===== config.mk =====
export PLATFORM = sky130hd
export DESIGN_NAME = stage_ctl_pipe
export DESIGN_NICKNAME = d
export VERILOG_FILES = /design/src/rtl/scp_pkg.sv /design/src/rtl/scp_decode.sv /design/src/rtl/scp_issue.sv /design/src/rtl/scp_stage_reg.sv /design/src/rtl/stage_ctl_pipe.sv
export SDC_FILE = /design/constraint.sdc
export NUM_CORES = 1
export LEC_CHECK = 0
export BUFFER_PORTS_ARGS = -buffer_cell sky130_fd_sc_hd__buf_4
export CAP_MARGIN = 20
export CORE_ASPECT_RATIO = 1.25
export CORE_UTILIZATION = 47
export DETAILED_ROUTE_END_ITERATION = 6
export PLACE_DENSITY = 0.76
export SYNTH_ARGS = -nofsm -noshare
export SYNTH_HDL_FRONTEND = slang
export SYNTH_SLANG_ARGS = --single-unit

===== constraint.sdc =====
create_clock -name clk -period 1.6 [get_ports clk]
set_clock_uncertainty 0.15 [all_clocks]
set_input_delay 0.16 -clock clk [delete_from_list [all_inputs] [get_ports clk]]
set_output_delay 0.16 -clock clk [all_outputs]
set_load 0.01 [all_outputs]

===== src/rtl/scp_pkg.sv =====
package scp_pkg;

    localparam int OPC_W = 4;
    localparam int FN_W  = 3;

    localparam logic [OPC_W-1:0] OPC_RR    = 4'd0;
    localparam logic [OPC_W-1:0] OPC_ADDI  = 4'd1;
    localparam logic [OPC_W-1:0] OPC_ORI   = 4'd2;
    localparam logic [OPC_W-1:0] OPC_LOAD  = 4'd3;
    localparam logic [OPC_W-1:0] OPC_STORE = 4'd4;
    localparam logic [OPC_W-1:0] OPC_BEQ   = 4'd5;

    typedef enum logic [2:0] {
        ALU_ADD = 3'd0,
        ALU_SUB = 3'd1,
        ALU_AND = 3'd2,
        ALU_OR  = 3'd3,
        ALU_SLT = 3'd4
    } alu_op_e;

    localparam logic [FN_W-1:0] RR_FN_MAX = 3'd4;

    // full word produced in decode; execute slice first, then memory, then writeback
    typedef struct packed {
        logic    valid;
        logic    sign_ext;
        logic    alu_imm;
        alu_op_e alu_op;
        logic    dst_rd;
        logic    mem_wr;
        logic    branch;
        logic    mem_to_reg;
        logic    reg_wr;
    } ctl_word_t;

    typedef struct packed {
        logic valid;
        logic mem_wr;
        logic branch;
        logic mem_to_reg;
        logic reg_wr;
    } mem_word_t;

    typedef struct packed {
        logic valid;
        logic mem_to_reg;
        logic reg_wr;
    } wb_word_t;

    typedef enum logic [1:0] {
        ACT_ADVANCE = 2'd0,
        ACT_HOLD    = 2'd1,
        ACT_FLUSH   = 2'd2
    } issue_act_e;

    // a bubble drops the three state-changing bits and keeps the rest
    function automatic ctl_word_t bubble_ctl(input ctl_word_t w);
        ctl_word_t r;
        r        = w;
        r.valid  = 1'b0;
        r.mem_wr = 1'b0;
        r.reg_wr = 1'b0;
        return r;
    endfunction

endpackage


===== src/rtl/scp_decode.sv =====
module scp_decode
    import scp_pkg::*;
(
    input  logic [OPC_W-1:0] opcode,
    input  logic [FN_W-1:0]  funct,
    output ctl_word_t        ctl
);

    always_comb begin
        ctl = '0;
        unique case (opcode)
            OPC_RR: begin
                if (funct <= RR_FN_MAX) begin
                    ctl.valid  = 1'b1;
                    ctl.alu_op = alu_op_e'(funct);
                    ctl.dst_rd = 1'b1;
                    ctl.reg_wr = 1'b1;
                end
            end
            OPC_ADDI: begin
                ctl.valid    = 1'b1;
                ctl.sign_ext = 1'b1;
                ctl.alu_imm  = 1'b1;
                ctl.alu_op   = ALU_ADD;
                ctl.reg_wr   = 1'b1;
            end
            OPC_ORI: begin
                ctl.valid   = 1'b1;
                ctl.alu_imm = 1'b1;
                ctl.alu_op  = ALU_OR;
                ctl.reg_wr  = 1'b1;
            end
            OPC_LOAD: begin
                ctl.valid      = 1'b1;
                ctl.sign_ext   = 1'b1;
                ctl.alu_imm    = 1'b1;
                ctl.alu_op     = ALU_ADD;
                ctl.mem_to_reg = 1'b1;
                ctl.reg_wr     = 1'b1;
            end
            OPC_STORE: begin
                ctl.valid    = 1'b1;
                ctl.sign_ext = 1'b1;
                ctl.alu_imm  = 1'b1;
                ctl.alu_op   = ALU_ADD;
                ctl.mem_wr   = 1'b1;
            end
            OPC_BEQ: begin
                ctl.valid    = 1'b1;
                ctl.sign_ext = 1'b1;
                ctl.alu_op   = ALU_SUB;
                ctl.branch   = 1'b1;
            end
            default: ctl = '0;
        endcase
    end

endmodule


===== src/rtl/scp_issue.sv =====
module scp_issue
    import scp_pkg::*;
(
    input  logic stall,
    input  logic flush,
    input  logic ifid_valid,
    output logic fetch_en,
    output logic ifid_load,
    output logic ifid_fill_valid,
    output logic idex_bubble
);

    issue_act_e act;

    always_comb begin
        if (flush)      act = ACT_FLUSH;
        else if (stall) act = ACT_HOLD;
        else            act = ACT_ADVANCE;
    end

    always_comb begin
        fetch_en        = 1'b1;
        ifid_load       = 1'b1;
        ifid_fill_valid = 1'b1;
        idex_bubble     = 1'b0;
        unique case (act)
            ACT_ADVANCE: begin
                idex_bubble = !ifid_valid;
            end
            ACT_HOLD: begin
                fetch_en    = 1'b0;
                ifid_load   = 1'b0;
                idex_bubble = 1'b1;
            end
            ACT_FLUSH: begin
                ifid_fill_valid = 1'b0;
                idex_bubble     = 1'b1;
            end
            default: begin
                idex_bubble = 1'b1;
            end
        endcase
    end

endmodule


===== src/rtl/scp_stage_reg.sv =====
module scp_stage_reg #(
    parameter int W = 8
) (
    input  logic         clk,
    input  logic         rst_n,
    input  logic         load,
    input  logic [W-1:0] d,
    output logic [W-1:0] q
);

    always_ff @(posedge clk or negedge rst_n) begin
        if (!rst_n)    q <= '0;
        else if (load) q <= d;
    end

endmodule


===== src/rtl/stage_ctl_pipe.sv =====
module stage_ctl_pipe
    import scp_pkg::*;
#(
    parameter int IW = 32
) (
    input  logic          clk,
    input  logic          rst_n,
    input  logic [IW-1:0] instr,
    input  logic          stall,
    input  logic          flush,
    output logic          fetch_en,
    output logic          id_valid,
    output logic [IW-1:0] id_instr,
    output logic          ex_valid,
    output logic          ex_sign_ext,
    output logic          ex_alu_imm,
    output logic [2:0]    ex_alu_op,
    output logic          ex_dst_rd,
    output logic          mem_valid,
    output logic          mem_write,
    output logic          mem_branch,
    output logic          wb_valid,
    output logic          wb_mem_to_reg,
    output logic          wb_reg_write
);

    localparam int IFID_W = IW + 1;
    localparam int CTL_W  = $bits(ctl_word_t);
    localparam int MEM_W  = $bits(mem_word_t);
    localparam int WB_W   = $bits(wb_word_t);

    logic              ifid_load;
    logic              ifid_fill_valid;
    logic              idex_bubble;
    logic [IFID_W-1:0] ifid_d;
    logic [IFID_W-1:0] ifid_q;
    ctl_word_t         dec_w;
    ctl_word_t         idex_d;
    ctl_word_t         idex_q;
    mem_word_t         exmem_d;
    mem_word_t         exmem_q;
    wb_word_t          memwb_d;
    wb_word_t          memwb_q;

    scp_issue u_issue (
        .stall           (stall),
        .flush           (flush),
        .ifid_valid      (ifid_q[IW]),
        .fetch_en        (fetch_en),
        .ifid_load       (ifid_load),
        .ifid_fill_valid (ifid_fill_valid),
        .idex_bubble     (idex_bubble)
    );

    assign ifid_d = {ifid_fill_valid, instr};

    scp_stage_reg #(.W(IFID_W)) u_ifid (
        .clk   (clk),
        .rst_n (rst_n),
        .load  (ifid_load),
        .d     (ifid_d),
        .q     (ifid_q)
    );

    scp_decode u_dec (
        .opcode (ifid_q[IW-1 -: OPC_W]),
        .funct  (ifid_q[FN_W-1:0]),
        .ctl    (dec_w)
    );

    assign idex_d = idex_bubble ? bubble_ctl(dec_w) : dec_w;

    scp_stage_reg #(.W(CTL_W)) u_idex (
        .clk   (clk),
        .rst_n (rst_n),
        .load  (1'b1),
        .d     (idex_d),
        .q     (idex_q)
    );

    always_comb begin
        exmem_d.valid      = idex_q.valid;
        exmem_d.mem_wr     = idex_q.mem_wr;
        exmem_d.branch     = idex_q.branch;
        exmem_d.mem_to_reg = idex_q.mem_to_reg;
        exmem_d.reg_wr     = idex_q.reg_wr;
    end

    scp_stage_reg #(.W(MEM_W)) u_exmem (
        .clk   (clk),
        .rst_n (rst_n),
        .load  (1'b1),
        .d     (exmem_d),
        .q     (exmem_q)
    );

    always_comb begin
        memwb_d.valid      = exmem_q.valid;
        memwb_d.mem_to_reg = exmem_q.mem_to_reg;
        memwb_d.reg_wr     = exmem_q.reg_wr;
    end

    scp_stage_reg #(.W(WB_W)) u_memwb (
        .clk   (clk),
        .rst_n (rst_n),
        .load  (1'b1),
        .d     (memwb_d),
        .q     (memwb_q)
    );

    assign id_valid      = ifid_q[IW];
    assign id_instr      = ifid_q[IW-1:0];
    assign ex_valid      = idex_q.valid;
    assign ex_sign_ext   = idex_q.sign_ext;
    assign ex_alu_imm    = idex_q.alu_imm;
    assign ex_alu_op     = idex_q.alu_op;
    assign ex_dst_rd     = idex_q.dst_rd;
    assign mem_valid     = exmem_q.valid;
    assign mem_write     = exmem_q.mem_wr;
    assign mem_branch    = exmem_q.branch;
    assign wb_valid      = memwb_q.valid;
    assign wb_mem_to_reg = memwb_q.mem_to_reg;
    assign wb_reg_write  = memwb_q.reg_wr;

endmodule


# Word level (Yosys, flattened, before mapping)
# Cells that the tools add are included.
[classes]
n_lt_le_gt_ge = 1
eq_ne = 7
mux = 17
reduce_logical = 7
[ops]
columns = ["op", "count"]
rows = [
  ["2-to-1 mux 1 bit", 11],
  ["2-to-1 mux 11 bit", 1],
  ["one-hot mux 3 bit (3 select lines)", 1],
  ["equality test 4 x 2 -> 1 bit, second input constant", 2],
  ["equality test 4 x 3 -> 1 bit, second input constant", 2],
  ["OR reduction 4 bit", 2],
  ["OR reduction 5 bit", 1],
  ["equality test 4 x 1 -> 1 bit, second input constant", 1],
  ["zero test 4 bit", 1],
  ["2-to-1 mux 4 bit", 1],
  ["one-hot mux 1 bit (2 select lines)", 2],
  ["less-or-equal comparator 3 bit, second input constant", 1],
  ["OR reduction 3 bit", 1],
  ["equality test 2 x 1 -> 1 bit, second input constant", 1],
  ["equality test 2 bit, second input constant", 1],
  ["zero test 2 bit", 1],
  ["2-to-1 mux 2 bit", 1],
  ["zero test 1 bit", 1],
]
[totals]
ff_bits = 52
inputBits = 36
wordCells = 36

# Depth between registers and ports, before layout
[depth]
depth_word = 5
ltp_mapped = 5
ltp_nobuf = 3

# Hierarchy
# Synthesis repeated with hierarchy kept, for this count alone.
[unflattened]
cells_unflattened = 144
area_unflattened_um2 = 2328.5
[modules_own_cells]
columns = ["mod", "instances", "cells_each", "area_per_inst_um2", "seq_area_each_um2"]
rows = [
  ["scp_stage_reg at u_ifid", 1, 70, 1381.3, 825.8],
  ["scp_stage_reg at u_idex", 1, 23, 447.9, 275.3],
  ["scp_stage_reg at u_exmem", 1, 10, 181.4, 125.1],
  ["scp_decode", 1, 27, 160.2, 0.0],
  ["scp_stage_reg at u_memwb", 1, 6, 108.9, 75.1],
  ["scp_issue", 1, 4, 26.3, 0.0],
  ["stage_ctl_pipe", 1, 4, 22.5, 0.0],
]

# Worst setup path before layout
# No wires, ideal clock.
[synth_timing]
path_kind = "reg2reg"
startpoint = "reg u_ifid.q[32]"
endpoint = "reg u_idex.q[10]"
setup_ns = 0.111
arrival_ns = 1.065
path_slack_ns = 0.273
stages_incl_launch_ff = 4
period_less_slack_ns = 1.327
path_cell_list = "dfrtp_1 -> inv_2 -> or3_4 -> a2111oi_2"
[synth_rtl]
columns = ["element", "line", "source"]
rows = [
  ["start, declared", "scp_stage_reg.sv:8", "output logic [W-1:0] q"],
  ["start signal, assigned", "scp_stage_reg.sv:12", "if (!rst_n) q <= '0;"],
  ["start signal, assigned", "scp_stage_reg.sv:13", "else if (load) q <= d;"],
  ["end signal, assigned", "scp_stage_reg.sv:12", ""],
  ["end signal, assigned", "scp_stage_reg.sv:13", ""],
  ["end, declared", "scp_stage_reg.sv:8", ""],
]

==> run metrics <==
outcome=finished clean; Fin. Hold Viols=0; post-synthesis xor/xnor area fraction=0.00436; async set-reset flop share out of synthesis=1.00; startpoint types=primary input; sw frac=0.240; Pins Over Slew Limit=0; stages on the worst setup path=4; Most used DFF post-synth=dfrtp_1; crit path capture=u_idex.q[10]$_DFF_PN0_; Pleak=~0.0016 uW; Die Span X=60.4 um; Synthesized Nets=159; Vias=1387; final number of setup-violating endpoints=0; Crit path max-delay family=buffers and inverters; fraction of layout cells with a size suffix above 1=0.510; top-count cell post-synth=dfrtp_1; Reg2Reg Capture Point=u_idex.q[10]$_DFF_PN0_; largest family of logic cells by synthesized area=multiplexers; Synth Area in Simple Gates=0.0530; cell-internal power=2190 uW; GR Overflow Total=0; Diodes inserted=0; reg2reg setup slack=0.17 ns; vias in the first global route=1371; total power draw=2890 uW; final core occ=0.759; area grow syn2layout=55.0%; cell row count=26; Antenna Nets Post-Route=0; Wirelength per Cell=15.1 um; CP max stage delay=0.58 ns; RSZ-0062 raised after global routing=no; sequential share of power=0.512; complex-gate fraction of the synthesized area=0.0274; Setup Buffers After CTS=0; Placer Congestion=0.693; Pwr Density=927 nW/um^2; global-route wire length before repair=6490 um; FF-to-FF path depth=3; Final Cycle Share=0.969; GR Util All Layers=0.205; Synth top area share=0.648; Yosys warnings=0; Worst Path Arrival=1.60 ns; worst reg2reg path startpoint=u_ifid.q[0]$_DFFE_PN0P_; EDFF count, synth=0; sw power=692 uW; CTS tree=done; Max-Cap Viols=0; clk slew on worst S/H paths=0.09 ns; placed cell count=about 250; Comb power frac=0.182; chip height=75.1 um; Synth cell types=25; synthesized area=2010 um^2; top cells by area, synth=dfrtp_1 (65%), mux2_4 (20%), mux2_1 (2.2%), buf_6 (1.7%), buf_4 (1.5%); Worst Path Required=1.65 ns; Crit Path Class=primary input to flip-flop; pin count of the biggest net entering global routing=53; CP endpoint kind=flip-flop; post-route minimum period=~1.6 ns; post-DR vias/cell=4.70; WHS=0.0224 ns; setup TNS=0 ns; fmax=0.645 GHz; worst slew pin tran=0.630 ns; dpl hpwl=2570 um; Routed Wire Length=4440 um; synth cell count leaders=dfrtp_1 (52), mux2_4 (27), nor2_1 (5); Synth Area in Adders=0; nets=roughly 270; Crit Path Max Fanout=3; initial core utilization=0.490; Clock power frac=0.306; Hold Crit Class=primary input to flip-flop; relative slew slack=0.580; CTS H-Tree Depth=2; fin cells=slightly below 300; full die area=~4500 um^2; Mapped Avg Cell Area=16.3 um^2; drt initial violations=68; crit path cell chain=buf_4 > dlygate4sd3_1 > or3_4 > a2111oi_4; cell taking the most area after synthesis=dfrtp_1; Setup crit start=flush; # IOs=83; Synth Instances=123; clock sink count=52; antenna violations before repair=0; core area=4100 um^2; drt pass-1 iters=4; slowest CP cell=dlygate4sd3_1; clk_lat worst skew=0.30 ns; drt drc=0; Buf/Inv on CP=2; maximum vdd drop=651 uV; mux contribution to synthesized area=0.224; CTS Root Cell=clkbuf_8; FF+latch count, synth=52; Max clock buf depth=2; Seq/Total Area, Yosys=0.648; fill cell count=275; port buffer count=82; CTS Buf Count=5
[sequential cells by signal, indices dropped and copies added (netlist names)]
signal	flops
u_memwb.q	3
u_ifid.q	33
u_exmem.q	5
u_idex.q	11
[worst reg2reg max path: stages (launching register included)]
cell	delay, ns
dfrtp_1	0.43
o21ai_0	0.32
nor4_1	0.13
a2111oi_4	0.29
[through the flow]
step | setup slack [ns] | area [um^2]
2_1_floorplan | 0.273 | 2010
3_5_place_dp | 0.209 | 2640
4_1_cts | 0.0419 | 3100
5_1_grt | 0.0208 | 3110
6_report | 0.0489 | 3110
3_3_place_gp | 0.289 | 2640
[layout by cell type, fill, tap and decap left out, types with 2 or more instances in the layout]
master,count
mux2_1,4
nand2_1,2
dlygate4sd3_1,35
dfrtp_1,52
mux2_4,27
clkbuf_8,5
nor4_1,4
nor2_1,5
a21oi_1,3
and3_1,2
buf_4,82
[final cells by class]
type                       instances  area (um^2)  share of cell area
clock buffer                       5         68.8              0.0221
clock inverter                     3         42.5              0.0137
inverter                           2         7.51             0.00241
multi-input combinational         59          636               0.204
sequential                        52         1300               0.418
tap                               56         70.1              0.0225
timing repair buffer             118          986               0.317
[cell families after synthesis]
| family | count (synthesis) |
|---|---|
| and+or+nand+nor | 19 |
| DFF | 52 |
| AOI/OAI and AO/OA | 8 |
| buffers and inverters | 12 |
| muxes | 31 |
| xor gates and xnor gates | 1 |
[how the worst min path moves through the flow]
stage / from / end / slack (ns) / depth (start not counted)
global placement: rst_n / u_ifid.q[19]$_DFFE_PN0P_ / 0.06 / 1
CTS: stall / u_idex.q[3]$_DFF_PN0_ / 0.001 / 3
global route: stall / u_idex.q[3]$_DFF_PN0_ / 0.03 / 3
finish: stall / u_idex.q[3]$_DFF_PN0_ / 0.02 / 3
floorplan: rst_n / u_exmem.q[0]$_DFF_PN0_ / -0.29 / 0
detailed placement: rst_n / u_ifid.q[6]$_DFFE_PN0P_ / 0.07 / 1
[per-layer routing]
layer	wire length [um]	share of wire	global-route usage	up-vias
met1	1760	0.40	0.223	670
met5	0	0	0	-
met2	2320	0.52	0.368	63
met4	78	0.018	0.0985	0
met3	287	0.065	0.0498	5
li1	-	-	-	649
[power groups by stage]
stage	logic (uW)	clock network, uW	registers (uW)
after floorplan	187	0	1510
after global placement	442	0	1490
after detailed placement	452	0	1500
after CTS	523	903	1470
after global routing	561	960	1490
final	524	883	1480
[what timing repair did]
action                                  4_1_cts  5_1_grt
endpoints found under the hold margin        87        0
endpoints found under the setup margin        0        1
hold buffers                                 35        0
gates resized for setup                       0        1
Power figures use the tool's default switching activity.
